**config.mk**
```make
export PLATFORM = sky130hd
export DESIGN_NAME = scrambler_stream
export DESIGN_NICKNAME = d
export VERILOG_FILES = /design/src/rtl/scr_pkg.sv /design/src/rtl/scr_bit_step.sv /design/src/rtl/scr_unroll.sv /design/src/rtl/scr_state_reg.sv /design/src/rtl/scr_out_stage.sv /design/src/rtl/scrambler_stream.sv
export SDC_FILE = /design/constraint.sdc
export NUM_CORES = 1
export LEC_CHECK = 0
export BUFFER_PORTS_ARGS = -buffer_cell sky130_fd_sc_hd__buf_2
export CELL_PAD_IN_SITES_DETAIL_PLACEMENT = 1
export CELL_PAD_IN_SITES_GLOBAL_PLACEMENT = 1
export CORE_ASPECT_RATIO = 0.6
export CORE_UTILIZATION = 35
export DETAILED_ROUTE_END_ITERATION = 8
export PLACE_DENSITY = 0.86
export SKIP_CTS_REPAIR_TIMING = 1
export SLEW_MARGIN = 0
export SYNTH_ARGS = -nofsm -noshare
export SYNTH_HDL_FRONTEND = slang
export SYNTH_SLANG_ARGS = --single-unit
export TNS_END_PERCENT = 5
```
**constraint.sdc**
```tcl
create_clock -name clk -period 1.6 [get_ports clk]
set_clock_uncertainty 0.15 [all_clocks]
set_input_delay 0 -clock clk [delete_from_list [all_inputs] [get_ports clk]]
set_output_delay 0 -clock clk [all_outputs]
set_load 0.05 [all_outputs]
```
**src/rtl/scr_pkg.sv**
```systemverilog
package scr_pkg;
  localparam int unsigned LFSR_W = 7;
  localparam int unsigned TAP_A  = 3;
  localparam int unsigned TAP_B  = 0;
  typedef logic [LFSR_W-1:0] lfsr_t;
  localparam lfsr_t SEED = '1;
endpackage

```
**src/rtl/scr_bit_step.sv**
```systemverilog
module scr_bit_step
  import scr_pkg::*;
(
  input  lfsr_t cur,
  input  logic  din,
  output lfsr_t nxt,
  output logic  dout
);
  logic fb;
  assign fb   = cur[TAP_A] ^ cur[TAP_B];
  assign nxt  = {fb, cur[LFSR_W-1:1]};
  assign dout = din ^ fb;
endmodule

```
**src/rtl/scr_unroll.sv**
```systemverilog
module scr_unroll
  import scr_pkg::*;
#(
  parameter int unsigned DATA_W = 8
) (
  input  lfsr_t             start,
  input  logic [DATA_W-1:0] din,
  output lfsr_t             after_one,
  output lfsr_t             after_all,
  output logic [DATA_W-1:0] dout
);
  logic [DATA_W:0][LFSR_W-1:0] chain;

  assign chain[0] = start;

  for (genvar g = 0; g < DATA_W; g++) begin : g_step
    scr_bit_step u_step (
      .cur  (chain[g]),
      .din  (din[g]),
      .nxt  (chain[g+1]),
      .dout (dout[g])
    );
  end

  assign after_one = chain[1];
  assign after_all = chain[DATA_W];
endmodule

```
**src/rtl/scr_state_reg.sv**
```systemverilog
module scr_state_reg
  import scr_pkg::*;
(
  input  logic  clk,
  input  logic  rst_n,
  input  logic  reload,
  input  logic  advance,
  input  lfsr_t nxt,
  output lfsr_t q
);
  always_ff @(posedge clk) begin
    if (!rst_n)       q <= SEED;
    else if (advance) q <= nxt;
    else if (reload)  q <= SEED;
  end
endmodule

```
**src/rtl/scr_out_stage.sv**
```systemverilog
module scr_out_stage #(
  parameter int unsigned DATA_W = 8
) (
  input  logic              clk,
  input  logic              rst_n,
  input  logic              load,
  input  logic [DATA_W-1:0] d,
  input  logic              out_ready,
  output logic              out_valid,
  output logic [DATA_W-1:0] out_data,
  output logic              can_take
);
  assign can_take = !out_valid || out_ready;

  always_ff @(posedge clk) begin
    if (!rst_n) begin
      out_valid <= 1'b0;
      out_data  <= '0;
    end else if (load) begin
      out_valid <= 1'b1;
      out_data  <= d;
    end else if (out_ready) begin
      out_valid <= 1'b0;
    end
  end
endmodule

```
**src/rtl/scrambler_stream.sv**
```systemverilog
module scrambler_stream
  import scr_pkg::*;
#(
  parameter int unsigned DATA_W = 8
) (
  input  logic              clk,
  input  logic              rst_n,
  input  logic              mode_byte,
  input  logic              sop,
  input  logic              in_valid,
  output logic              in_ready,
  input  logic [DATA_W-1:0] in_data,
  output logic              out_valid,
  input  logic              out_ready,
  output logic [DATA_W-1:0] out_data
);
  localparam int unsigned PAD_W = DATA_W - 1;

  lfsr_t             st_q;
  lfsr_t             start_st;
  lfsr_t             st_one;
  lfsr_t             st_all;
  lfsr_t             st_next;
  logic [DATA_W-1:0] scr_all;
  logic [DATA_W-1:0] scr_word;
  logic              accept;

  assign accept   = in_valid && in_ready;
  assign start_st = sop ? SEED : st_q;

  scr_unroll #(.DATA_W(DATA_W)) u_unroll (
    .start     (start_st),
    .din       (in_data),
    .after_one (st_one),
    .after_all (st_all),
    .dout      (scr_all)
  );

  assign st_next  = mode_byte ? st_all : st_one;
  assign scr_word = mode_byte ? scr_all : {{PAD_W{1'b0}}, scr_all[0]};

  scr_state_reg u_state (
    .clk     (clk),
    .rst_n   (rst_n),
    .reload  (sop),
    .advance (accept),
    .nxt     (st_next),
    .q       (st_q)
  );

  scr_out_stage #(.DATA_W(DATA_W)) u_out (
    .clk       (clk),
    .rst_n     (rst_n),
    .load      (accept),
    .d         (scr_word),
    .out_ready (out_ready),
    .out_valid (out_valid),
    .out_data  (out_data),
    .can_take  (in_ready)
  );
endmodule

```
==> impl_results.md <==
* Maximum number of pins on one net before global-route repair at 24
* Violated checks: hold timing
* Number of global-route vias before repair at 1043
* Wire length per cell at 16.2 um
* CP Launch Point: u_state.q[3]
* Synthesis warning total at 0
* Nets at 177
* Final setup vio count at 0
* Sequential area share after synthesis at 29.1%
* HPWL after detailed placement at 2340 um
* Final ANT Viol Nets at 0
* Critical path's slowest cell: xor3_1
* WS Path Type: register to register
* Result of the run: finished with violations
* Highest ir drop seen on vdd at 0.000317 V
* GR Util All Layers at 21.4%
* Num CTS Buffers at 3
* Post-synthesis async set-or-reset flop share at 0%
* Number of buffers on the longest clock path at 2
* Setup repair after global routing missed its margin: yes
* Synth Area in XOR/XNOR at 15.1%
* DRT Wirelength at 3300 um
* Critical path data required time at 1.60 ns
* # H-tree levels at 1
* Leakage power of the design at 0.000576 uW
* Via-per-instance ratio at 5.37
* Starting DRC count in detailed routing at 51
* Distinct cell type count after synthesis at 42
* Number of port buffers at 23
* Cell-by-cell trace of the critical path: xor3_1, or3_1, nand4_1, a21boi_1
* Core Region at 2930 um2
* R2R Path End: u_out.out_data[4]
* Final routed DRC violation total at 0
* Synth Area in Adders at 0%
* Clock Tree Root: clkbuf_8
* Average cell area after synthesis at 8.41 um2
* Relative area change from synthesis to final layout at 26.2%
* Multiplexer share of the synthesized area at 1.93%
* Final Wtd Congestion at 0.781
* Min setup slack post-route at 0.0244 ns
* Number of instances in the synthesized netlist at 131
* Tcrit/Tclk final at 98.5%
* First-pass GRT wire length at 5180 um
* Vias post-DR at 1096
* Register-to-Register Setup Slack at 0.02 ns
* Congestion Overflow GR at 0
* Max incr delay on CP at 0.47 ns
* Die extent in x at 74.5 um
* Number of enable-type register cells in the synthesized netlist at 0
* Post-synthesis compound-gate area fraction at 21.8%
* Final Hold Fails at 1
* Largest fanout of any net on the critical path at 2
* Most used flip-flop cell after synthesis: dfxtp_1
* Post-layout min period at 1.58 ns
* Die span in y at 45.5 um
* Synthesized flop and latch total at 16
* Clock tree from TritonCTS: done
* Worst Reg2Reg Path Length in Cells at 4
* Initial standard-cell utilization of the core at 37.6%
* Initial antenna violation count at 0
* Slew HR at 73.8%
* P per Cell Area at 760 nW/um2
* Source of the worst register-to-register timing path: u_state.q[3]
* Path category of the worst min-delay check: input pin to register
* Setup crit end kind: register
* Minimum hold slack at -0.00401 ns
* Final max-slew violation count at 0
* Data arrival time at the worst-slack endpoint at 1.58 ns
* Sink Count at 16
* Fill cells at 379
* Clock latency at the later pin of the worst-skew pair at 0.26 ns
* CP Capture Point: u_out.out_data[4]
* Diodes inserted at 0
* Top Ports at 24
* Synthesized cell area at 1100 um2
* Clock slew at reported path FFs at 0.07 ns
* Max Fclk at 635 MHz
* Total die area at 3390 um2
* Number of maximum-capacitance violations at 0
* Row count at 15
* Simple-gate share of the synthesized area at 22.0%
* Synthesized Nets at 145
* Setup crit start kind: register
* Worst Max-Slew Pin Slew at 0.393 ns
* Share of post-route cells with drive strength above 1 at 28.4%
* Largest family of logic cells by synthesized area: simple AND/OR/NAND/NOR gates
* Worst slack at placement at -0.112 ns
* 1st-pass router iterations at 4
kinds of logic after synthesis:
kind of cell              after synthesis
buffers and inverters                  18
and+or+nand+nor                        46
muxes                                   2
DFF                                    16
AOI/OAI and AO/OA                      36
xor gates and xnor gates               13
cell usage after synthesis, types with 2 or more instances:
master / number / area share (%)
nand3_1: 9 / 4.1
xnor2_4: 2 / 5.0
nor2b_1: 3 / 1.7
nor4_1: 2 / 1.1
o31ai_1: 3 / 2.0
a21oi_1: 8 / 3.6
nor2_1: 9 / 3.1
buf_2: 5 / 2.3
nand4b_1: 2 / 1.6
nand2_1: 6 / 2.0
o21ai_1: 10 / 4.5
inv_1: 2 / 0.68
nand2b_1: 4 / 2.3
or3_1: 2 / 1.1
clkbuf_1: 5 / 1.7
nor3_1: 4 / 1.8
o2111a_1: 2 / 2.0
buf_6: 4 / 4.1
a311o_1: 2 / 1.8
dfxtp_1: 16 / 29
xnor2_1: 9 / 7.2
buf_4: 2 / 1.4
per-layer routing:
layer  up-vias  track usage [%]  part of all wire [%]
met5         -                0                     0
met4         0             10.2                   1.4
met3         4             4.65                   3.4
met2        27             33.0                    47
met1       537             28.8                    48
li1        528                -                     -
final cells by class:
type	count	area [um2]	share of cell area [%]
Timing Repair Buffer	43	285	20.5
Multi-Input combinational cell	97	672	48.3
Tap cell	42	52.6	3.78
Sequential cell	16	329	23.7
Clock buffer	4	45.0	3.24
Inverter	2	7.51	0.540
through the flow:
stage          setup TNS [ns]  area (um2)  power (uW)  instances  utilization (%)
6_report                    0        1390        1060        204             47.5
5_1_grt               -0.0390        1390        1100        204             47.5
4_1_cts                -0.389        1310        1050        196             44.6
3_5_place_dp           -0.305        1260         709        192             43.0
3_3_place_gp                0        1260         695        192             43.0
2_1_floorplan               0        1110         636        131                -
worst min-delay path by stage:
stage	start	endpoint	slack, ns	cells past startpoint
CTS	in_data[2]	u_out.out_data[2]	-0.13	3
global placement	in_data[3]	u_out.out_data[3]	0.13	3
floorplan	in_valid	u_out.out_valid	-0.007	2
finish	out_ready	u_out.out_valid	-0.004	3
detailed placement	in_data[1]	u_out.out_data[1]	0.15	3
global route	out_ready	u_out.out_valid	0.01	3
sequential cells by signal (all words and copies together), names as in the netlist:
register and count:
u_out.out_data 8, u_state.q 7, u_out.out_valid 1
worst max-delay path, delay by kind of cell, from the launching register on:
kind | cells | cell delay, ns
AND/OR/NAND/NOR | 2 | 0.42
flip-flops | 1 | 0.35
XOR/XNOR | 1 | 0.47
AO/OA/AOI/OAI | 1 | 0.07
report_power, final:
part	internal (uW)	leakage [uW]	switching, uW	total (uW)
logic	114	0.000422	166	280
registers	417	0.000131	19.8	437
clock network	177	0.0000228	163	341
total	709	0.000576	349	1060
cells in the final DEF (no fill, tap or decap), types with 3 or more instances in the layout:
| master | instances |
|---|---|
| clkbuf_8 | 3 |
| buf_2 | 23 |
| xnor2_1 | 9 |
| o31ai_1 | 3 |
| nand2_1 | 6 |
| a21oi_1 | 8 |
| dlygate4sd3_1 | 8 |
| buf_4 | 12 |
| nand3_1 | 9 |
| nor2_1 | 9 |
| nor2b_1 | 3 |
| o21ai_1 | 10 |
| nand2b_1 | 4 |
| nor3_1 | 4 |
| dfxtp_1 | 13 |
(Power assumes the default switching activity.)
